--- config.mk ---
export PLATFORM = sky130hd
export DESIGN_NAME = pwm_edge_gen
export DESIGN_NICKNAME = d
export VERILOG_FILES = /design/src/rtl/pwm_edge_pkg.sv /design/src/rtl/pwm_edge_timebase.sv /design/src/rtl/pwm_edge_channel.sv /design/src/rtl/pwm_edge_regs.sv /design/src/rtl/pwm_edge_gen.sv
export SDC_FILE = /design/constraint.sdc
export NUM_CORES = 2
export LEC_CHECK = 0
export BUFFER_PORTS_ARGS = -buffer_cell sky130_fd_sc_hd__buf_2
export CELL_PAD_IN_SITES_DETAIL_PLACEMENT = 1
export CELL_PAD_IN_SITES_GLOBAL_PLACEMENT = 2
export CORE_MARGIN = 4
export CORE_UTILIZATION = 43
export CTS_CLUSTER_DIAMETER = 40
export DETAILED_ROUTE_END_ITERATION = 10
export PLACE_DENSITY = 0.83
export SYNTH_ARGS = -nofsm -noshare
export SYNTH_HDL_FRONTEND = slang
export SYNTH_SLANG_ARGS = --single-unit
--- constraint.sdc ---
create_clock -name clk -period 5.65 [get_ports clk]
set_input_delay 1.13 -clock clk [delete_from_list [all_inputs] [get_ports clk]]
set_output_delay 1.13 -clock clk [all_outputs]
set_load 0.02 [all_outputs]
--- src/rtl/pwm_edge_pkg.sv ---
package pwm_edge_pkg;

  localparam int STEP_W = 8;
  localparam int MAX_CH = 16;
  localparam int EDGE_STRIDE = 8;

  typedef logic [STEP_W-1:0] step_t;

  localparam logic [7:0] ADDR_PRESCALE = 8'h00;
  localparam logic [7:0] ADDR_PERIOD   = 8'h04;
  localparam logic [7:0] ADDR_EN_LO    = 8'h08;
  localparam logic [7:0] ADDR_EN_HI    = 8'h0C;
  localparam logic [7:0] ADDR_EDGE0    = 8'h10;
  localparam logic [7:0] ADDR_SYNC     = 8'hE4;

  // Step value the counter holds after this clock.
  function automatic step_t advance_step(step_t cur, step_t last, logic tick);
    if (!tick)
      return cur;
    else if (cur >= last)
      return '0;
    else
      return cur + 1'b1;
  endfunction

  // Output level after the counter enters step 'at'.
  function automatic logic edge_level(logic cur, step_t rise, step_t fall, step_t at);
    if (rise == at && fall == at)
      return !cur;
    else if (rise == at)
      return 1'b1;
    else if (fall == at)
      return 1'b0;
    else
      return cur;
  endfunction

endpackage

--- src/rtl/pwm_edge_timebase.sv ---
module pwm_edge_timebase
  import pwm_edge_pkg::*;
(
  input  logic  clk,
  input  logic  rst_n,
  input  step_t prescale,
  input  step_t period,
  output logic  step_tick,
  output logic  period_wrap,
  output step_t step_nxt
);

  step_t pre_q;
  step_t step_q;

  // Comparisons use >= so that a shrinking limit ends the current count.
  assign step_tick   = (pre_q >= prescale);
  assign period_wrap = step_tick && (step_q >= period);
  assign step_nxt    = advance_step(step_q, period, step_tick);

  always_ff @(posedge clk) begin
    if (!rst_n) begin
      pre_q  <= '0;
      step_q <= '0;
    end else begin
      pre_q  <= step_tick ? '0 : pre_q + 1'b1;
      step_q <= step_nxt;
    end
  end

  AST_PRESCALE_RESTART: assert property (@(posedge clk) disable iff (!rst_n)
    step_tick |=> (pre_q == '0));
  AST_PERIOD_WRAP: assert property (@(posedge clk) disable iff (!rst_n)
    period_wrap |=> (step_q == '0));
  AST_STEP_HOLD: assert property (@(posedge clk) disable iff (!rst_n)
    !step_tick |=> $stable(step_q));

endmodule

--- src/rtl/pwm_edge_channel.sv ---
module pwm_edge_channel
  import pwm_edge_pkg::*;
(
  input  logic  clk,
  input  logic  rst_n,
  input  logic  enable,
  input  logic  step_tick,
  input  step_t step_nxt,
  input  step_t rise_pos,
  input  step_t fall_pos,
  output logic  pwm_o
);

  logic lvl_q;
  logic edge_hit;

  assign edge_hit = (rise_pos == step_nxt) || (fall_pos == step_nxt);

  always_ff @(posedge clk) begin
    if (!rst_n)
      lvl_q <= 1'b0;
    else if (!enable)
      lvl_q <= 1'b0;
    else if (step_tick)
      lvl_q <= edge_level(lvl_q, rise_pos, fall_pos, step_nxt);
  end

  assign pwm_o = lvl_q;

  AST_DISABLED_LOW: assert property (@(posedge clk) disable iff (!rst_n)
    !enable |=> !pwm_o);
  AST_EQUAL_TOGGLE: assert property (@(posedge clk) disable iff (!rst_n)
    (enable && step_tick && rise_pos == fall_pos && fall_pos == step_nxt)
      |=> (pwm_o != $past(pwm_o)));
  AST_QUIET_HOLD: assert property (@(posedge clk) disable iff (!rst_n)
    (enable && !(step_tick && edge_hit)) |=> $stable(pwm_o));
  AST_RISE_SETS: assert property (@(posedge clk) disable iff (!rst_n)
    (enable && step_tick && rise_pos == step_nxt && fall_pos != step_nxt) |=> pwm_o);

endmodule

--- src/rtl/pwm_edge_regs.sv ---
module pwm_edge_regs
  import pwm_edge_pkg::*;
#(
  parameter int NUM_CH = 16,
  parameter bit SHADOW = 1'b1
) (
  input  logic                     clk,
  input  logic                     rst_n,
  input  logic                     bus_wr,
  input  logic [7:0]               bus_addr,
  input  logic [31:0]              bus_wdata,
  output logic [31:0]              bus_rdata,
  input  logic                     period_wrap,
  output step_t                    act_prescale,
  output step_t                    act_period,
  output step_t [NUM_CH-1:0]       eff_rise,
  output step_t [NUM_CH-1:0]       eff_fall,
  output logic  [NUM_CH-1:0]       ch_en
);

  localparam int CH_W = 4;
  localparam logic [8:0] EDGE_END = 9'(16 + EDGE_STRIDE * NUM_CH);

  step_t               shd_prescale;
  step_t               shd_period;
  step_t [NUM_CH-1:0]  shd_rise;
  step_t [NUM_CH-1:0]  shd_fall;
  logic  [NUM_CH-1:0]  en_q;
  logic  [15:0]        en_pad;

  logic       wr_prescale, wr_period, wr_en_lo, wr_en_hi, sync_wr;
  logic       edge_hit, edge_is_fall;
  logic [7:0] edge_off;
  logic [CH_W-1:0] edge_ch;
  step_t      wr_byte;

  logic unused_wdata;
  assign unused_wdata = ^bus_wdata[31:8];

  assign wr_byte      = bus_wdata[7:0];
  assign wr_prescale  = bus_wr && (bus_addr == ADDR_PRESCALE);
  assign wr_period    = bus_wr && (bus_addr == ADDR_PERIOD);
  assign wr_en_lo     = bus_wr && (bus_addr == ADDR_EN_LO);
  assign wr_en_hi     = bus_wr && (bus_addr == ADDR_EN_HI);
  assign sync_wr      = bus_wr && (bus_addr == ADDR_SYNC);
  assign edge_off     = bus_addr - ADDR_EDGE0;
  assign edge_ch      = edge_off[6:3];
  assign edge_is_fall = bus_addr[2];
  assign edge_hit     = (bus_addr >= ADDR_EDGE0) && ({1'b0, bus_addr} < EDGE_END)
                        && (bus_addr[1:0] == 2'b00);
  assign en_pad       = 16'(en_q);
  assign ch_en        = en_q;

  always_ff @(posedge clk) begin
    if (!rst_n) begin
      shd_prescale <= '0;
      shd_period   <= '0;
      shd_rise     <= '0;
      shd_fall     <= '0;
      en_q         <= '0;
    end else begin
      if (wr_prescale) shd_prescale <= wr_byte;
      if (wr_period)   shd_period   <= wr_byte;
      for (int c = 0; c < NUM_CH; c++) begin
        if (bus_wr && edge_hit && edge_ch == CH_W'(c)) begin
          if (edge_is_fall) shd_fall[c] <= wr_byte;
          else              shd_rise[c] <= wr_byte;
        end
        if (wr_en_lo && c < 8)  en_q[c] <= wr_byte[c % 8];
        if (wr_en_hi && c >= 8) en_q[c] <= wr_byte[c % 8];
      end
    end
  end

  always_comb begin
    bus_rdata = '0;
    if (bus_addr == ADDR_PRESCALE)   bus_rdata[7:0] = shd_prescale;
    else if (bus_addr == ADDR_PERIOD) bus_rdata[7:0] = shd_period;
    else if (bus_addr == ADDR_EN_LO)  bus_rdata[7:0] = en_pad[7:0];
    else if (bus_addr == ADDR_EN_HI)  bus_rdata[7:0] = en_pad[15:8];
    else if (edge_hit) begin
      for (int c = 0; c < NUM_CH; c++)
        if (edge_ch == CH_W'(c))
          bus_rdata[7:0] = edge_is_fall ? shd_fall[c] : shd_rise[c];
    end
  end

  generate
    if (SHADOW) begin : g_shadow
      step_t              act_pre_q;
      step_t              act_per_q;
      step_t [NUM_CH-1:0] act_rise_q;
      step_t [NUM_CH-1:0] act_fall_q;
      logic               pend_q;
      logic               commit;

      assign commit = pend_q && period_wrap;

      always_ff @(posedge clk) begin
        if (!rst_n) begin
          act_pre_q  <= '0;
          act_per_q  <= '0;
          act_rise_q <= '0;
          act_fall_q <= '0;
          pend_q     <= 1'b0;
        end else begin
          if (commit) begin
            act_pre_q  <= shd_prescale;
            act_per_q  <= shd_period;
            act_rise_q <= shd_rise;
            act_fall_q <= shd_fall;
          end
          if (sync_wr)     pend_q <= 1'b1;
          else if (commit) pend_q <= 1'b0;
        end
      end

      assign act_prescale = act_pre_q;
      assign act_period   = act_per_q;
      // The step-0 events on a commit edge already see the committed set.
      assign eff_rise     = commit ? shd_rise : act_rise_q;
      assign eff_fall     = commit ? shd_fall : act_fall_q;

      AST_ACTIVE_HOLD: assert property (@(posedge clk) disable iff (!rst_n)
        !commit |=> $stable({act_pre_q, act_per_q, act_rise_q, act_fall_q}));
      AST_SYNC_ARMS: assert property (@(posedge clk) disable iff (!rst_n)
        sync_wr |=> pend_q);
      AST_COMMIT_DISARMS: assert property (@(posedge clk) disable iff (!rst_n)
        (commit && !sync_wr) |=> !pend_q);
    end else begin : g_direct
      logic unused_direct;
      assign unused_direct = sync_wr ^ period_wrap;
      assign act_prescale  = shd_prescale;
      assign act_period    = shd_period;
      assign eff_rise      = shd_rise;
      assign eff_fall      = shd_fall;
    end
  endgenerate

endmodule

--- src/rtl/pwm_edge_gen.sv ---
module pwm_edge_gen
  import pwm_edge_pkg::*;
#(
  parameter int NUM_CH = 16,
  parameter bit SHADOW = 1'b1
) (
  input  logic              clk,
  input  logic              rst_n,
  input  logic              bus_wr,
  input  logic [7:0]        bus_addr,
  input  logic [31:0]       bus_wdata,
  output logic [31:0]       bus_rdata,
  output logic [NUM_CH-1:0] pwm_out
);

  step_t              act_prescale;
  step_t              act_period;
  step_t [NUM_CH-1:0] eff_rise;
  step_t [NUM_CH-1:0] eff_fall;
  logic  [NUM_CH-1:0] ch_en;
  logic               step_tick;
  logic               period_wrap;
  step_t              step_nxt;

  pwm_edge_regs #(.NUM_CH(NUM_CH), .SHADOW(SHADOW)) i_regs (
    .clk          (clk),
    .rst_n        (rst_n),
    .bus_wr       (bus_wr),
    .bus_addr     (bus_addr),
    .bus_wdata    (bus_wdata),
    .bus_rdata    (bus_rdata),
    .period_wrap  (period_wrap),
    .act_prescale (act_prescale),
    .act_period   (act_period),
    .eff_rise     (eff_rise),
    .eff_fall     (eff_fall),
    .ch_en        (ch_en)
  );

  pwm_edge_timebase i_timebase (
    .clk         (clk),
    .rst_n       (rst_n),
    .prescale    (act_prescale),
    .period      (act_period),
    .step_tick   (step_tick),
    .period_wrap (period_wrap),
    .step_nxt    (step_nxt)
  );

  generate
    for (genvar c = 0; c < NUM_CH; c++) begin : g_ch
      pwm_edge_channel i_channel (
        .clk       (clk),
        .rst_n     (rst_n),
        .enable    (ch_en[c]),
        .step_tick (step_tick),
        .step_nxt  (step_nxt),
        .rise_pos  (eff_rise[c]),
        .fall_pos  (eff_fall[c]),
        .pwm_o     (pwm_out[c])
      );
    end
  endgenerate

endmodule

==> results.md <==
| Step | Item | This run |
| --- | --- | --- |
| cts | Clock insertion delay at the later pin of the skew report | 670 ps |
| worst setup path | Length in cells of the worst reg-to-reg path | 15 |
| cts | Number of hold-repair buffers added at the cts stage | 0 |
| sta | Max Clk Rate | 0.178 GHz |
| synthesis | Count of state elements after synthesis | 593 |
| detailed routing | Initial drt markers | 1627 |
| pwr | Maximum vdd drop | 0.000234 V |
| worst setup path | Crit-path max FO | 6 |
| floorplan | Die outline width | 268 um |
| worst hold path | Capture endpoint of the worst hold path | i_regs.act_prescale[2] |
| sta | Total count of max-transition violations in the final report | 0 |
| global routing | Antenna violations before repair | 1 |
| global routing | Vias in the first global route | 24401 |
| detailed routing | Routed length per instance | 24.4 um |
| floorplan | Die area | 71600 um^2 |
| placed design | Count of buffers from port buffering | 42 |
| floorplan | I/O pin count | 91 |
| synthesis | Ranking of synthesized cells by area | sky130_fd_sc_hd__dfxtp_1, sky130_fd_sc_hd__mux2i_1, sky130_fd_sc_hd__nor2b_1 |
| sta | Post-layout minimum cycle time | 5620 ps |
| detailed routing | DR DRC count | 0 |
| worst setup path | Startpoint type of the worst setup path | primary input |
| sta | Final Hold Fails | 0 |
| worst hold path | Worst hold stages | 2 |
| worst hold path | Worst Hold Launch | i_regs.act_prescale[2] |
| final layout | Fraction of final layout cells sized beyond drive strength 1 | 11.2% |
| cts | Max clock buf depth | 3 |
| synthesis | Number of instances in the synthesized netlist | 3169 |
| detailed routing | Number of optimization iterations in the first detailed-route pass | 5 |
| detailed routing | Total via count in the routed design | 23159 |
| synthesis | Async set or reset register ratio after synthesis | 0% |
| cts | CTS H-tree lvls | 3 |
| worst setup path | CP required | 4520 ps |
| global routing | First-pass GRT wire length | 152000 um |
| sta | Ratio of final minimum period to clock period | 99.5% |
| synthesis | Sequential fraction of the synthesis area | 41.0% |
| worst setup path | Capture instance of the worst register-to-register path | g_ch[13].i_channel.pwm_o |
| floorplan | Starting utilization of the core area | 43.7% |
| sta | Final worst slack | 28.7 ps |
| worst setup path | Reg-to-reg startpoint | i_timebase.pre_q[0] |
| worst setup path | Critical-path cell with the highest stage delay | sky130_fd_sc_hd__a2111oi_0 |
| pwr | Leakage power of the design | 13.8 nW |
| detailed routing | Post-route antenna net violation count | 0 |
| cts | Num Clock Sinks | 593 |
| worst setup path | Worst setup path class | in -> out |
| cts | Number of buffers inserted by post-CTS setup repair | 0 |
| synthesis | Mapped cell area | 29000 um^2 |
| sta | Final hold slack | 465 ps |
| worst hold path | Worst hold path class | reg -> reg |
| cts | Post-cts sizing count | 0 |
| synthesis | Synth Flop Type | sky130_fd_sc_hd__dfxtp_1 |
| worst setup path | Largest stage delay on the critical path | 920 ps |
| detailed routing | Per-cell via count in the routed design | 5.60 |
| synthesis | Count of synthesis-stage warnings from yosys | 0 |
| synthesis | Post-synthesis area per instance | 9.14 um^2 |
| synthesis | Area share of the largest cell type after synthesis | 41.0% |
| outcome | Run status | finished clean |
| synthesis | Count of distinct cell types in the synthesized netlist | 68 |
| run | Max_cap viols | 0 |
| floorplan | Placeable core region | 66300 um^2 |
| cts | Clock tree from TritonCTS | yes |
| sta | Setup repair after global routing missed its margin | false |
| pwr | P per Cell Area | 338 nW/um^2 |
| worst setup path | Cells traversed along the worst timing path | buf_2, inv_1, ha_1, xnor2_1, nand3_1, buf_4, o221ai_1, o41ai_1, buf_4, o211ai_1, nor3_1, a2111oi_0, a21o_1, buf_2 |
| sta | Slew at the pin with the worst max-slew slack | 1180 ps |
| worst setup path | Arrival time at the worst endpoint | 4490 ps |
| placed design | Placed wire-length estimate | 65100 um |
| sta | Largest clock skew in the final design | 23.1 ps |
| sta | Final setup viols | 0 |
| synthesis | Commonest cells post-synth | sky130_fd_sc_hd__dfxtp_1, sky130_fd_sc_hd__nand2_1, sky130_fd_sc_hd__mux2i_1 |
| sta | Tightest slew margin relative to the limit | 21.5% |
| worst setup path | Flop2flop setup slack | 1090 ps |
| cts | TritonCTS Buffers | 105 |
| synthesis | Most frequently used cell type in the post-synthesis netlist | sky130_fd_sc_hd__dfxtp_1 |
| final layout | Non-Filler Cell Area, Final | 33600 um^2 |
| cts | Library cell used as clock root buffer | sky130_fd_sc_hd__clkbuf_16 |
| sta | Fin Setup TNS | 0 ps |
| cts | CTS clock-pin slew for the worst setup and hold paths | 50 ps |
| global routing | Maximum number of pins on one net before global-route repair | 151 |
| final layout | Number of filler instances in the final layout | 7470 |
| worst setup path | Endpoint type of the worst setup path | primary output |
| global routing | Total global-route track usage | 27.7% |
| final layout | Signed area change from the synthesized netlist to the final layout | 16.0% |
| detailed routing | Final wirelength | 101000 um |
| placed design | Final GP Congestion | 0.885 |
| global routing | Residual overflow from global routing | 0 |
| floorplan | Placement Rows | 94 |
| synthesis | Leading area contributor after synthesis | sky130_fd_sc_hd__dfxtp_1 |
| final layout | Ant diodes | 0 |
| placed design | Cell area reported after detailed placement | 29900 um^2 |
| placed design | Worst setup slack after placement | 173 ps |
| final layout | Number of nets in the layout | 3246 |
| floorplan | Vert. Die Dim | 268 um |
| synthesis | Number of enable flip-flop cells after synthesis | 0 |
[power breakdown]
group	switching (mW)	total [mW]	internal, mW
clock	2.30	6.72	4.42
sequential	0.00323	4.20	4.19
combinational	0.292	0.430	0.138
[worst max-delay path, delay by kind of cell]
family / cells / cell delay (ps)
AOI/OAI and AO/OA: 5 / 1530
buffers and inverters: 5 / 810
xor gates and xnor gates: 1 / 380
and+or+nand+nor: 2 / 380
adders and majority gates: 1 / 250
[worst max path at each step]
stage / from / slack (ps) / depth (start not counted) / endpoint
after floorplan: bus_addr[4] / 790 / 14 / bus_rdata[6]
after global placement: bus_addr[4] / 160 / 16 / bus_rdata[2]
after detailed placement: bus_addr[4] / 170 / 15 / bus_rdata[0]
after CTS: bus_addr[4] / 170 / 15 / bus_rdata[0]
after global routing: bus_addr[4] / 50 / 15 / bus_rdata[0]
final: bus_addr[4] / 30 / 14 / bus_rdata[7]
[registers in the layout (all words and copies together), names as in the netlist, 8 cells and up]
register                    flops
g_ch.i_channel.pwm_o           16
i_regs.act_period               8
i_regs.act_prescale             8
i_regs.ch_en                   16
i_regs.g_shadow.act_fall_q    128
i_regs.g_shadow.act_rise_q    128
i_regs.shd_fall               128
i_regs.shd_period               8
i_regs.shd_prescale             8
i_regs.shd_rise               128
i_timebase.pre_q                8
i_timebase.step_q               8
[per-stage QoR]
step                instances  power (mW)  utilization, %
global route             4132        11.6            50.7
detailed placement       3939        4.70            45.0
floorplan                3192        4.55               -
finish                   4132        11.3            50.7
global placement         3939        4.69            45.0
CTS                      4132        11.4            50.7
[metal layers]
layer / GRT usage (%) / wire [um] / vias up
li1: - / - / 10714
met1: 37.4 / 46000 / 11698
met2: 46.2 / 47200 / 550
met3: 4.26 / 4790 / 195
met4: 7.83 / 2870 / 2
met5: 0 / 13 / -
[placed cells by master, fill, tap and decap left out, drive strengths merged, types with 36 or more instances in the layout]
| master | Yosys | final |
|---|---|---|
| dfxtp | 593 | 593 |
| nand2 | 534 | 534 |
| mux2i | 408 | 408 |
| nor2b | 323 | 323 |
| a21boi | 246 | 246 |
| xnor2 | 138 | 138 |
| clkbuf | 121 | 128 |
| buf | 123 | 127 |
| xor2 | 120 | 120 |
| o21ai | 82 | 82 |
| nor2 | 72 | 72 |
| nand3 | 72 | 72 |
| nor3 | 36 | 36 |
[cell families (layout without fill, tap and decap cells)]
logic type / Yosys count / after routing / synth area share [%]
AO/OA/AOI/OAI: 448 / 448 / 10.8
XOR/XNOR: 258 / 258 / 7.80
adder cells (fa/ha/maj): 21 / 21 / 0.907
buffers and inverters: 267 / 343 / 4.68
flip-flops: 593 / 593 / 41.0
multiplexers: 444 / 444 / 15.8
other: 1 / 24 / 0.0129
AND/OR/NAND/NOR: 1137 / 1137 / 19.1
[cell type report]
cell class,count,area [um^2],share of cell area (%)
clock buffers,128,2850,8.47
clock inverters,65,903,2.69
inverters,23,86.3,0.257
multi-input cells,2332,15900,47.2
flip-flops and latches,593,11900,35.3
well taps,864,1080,3.22
repair buffers,127,940,2.80
(Power assumes the default switching activity.)
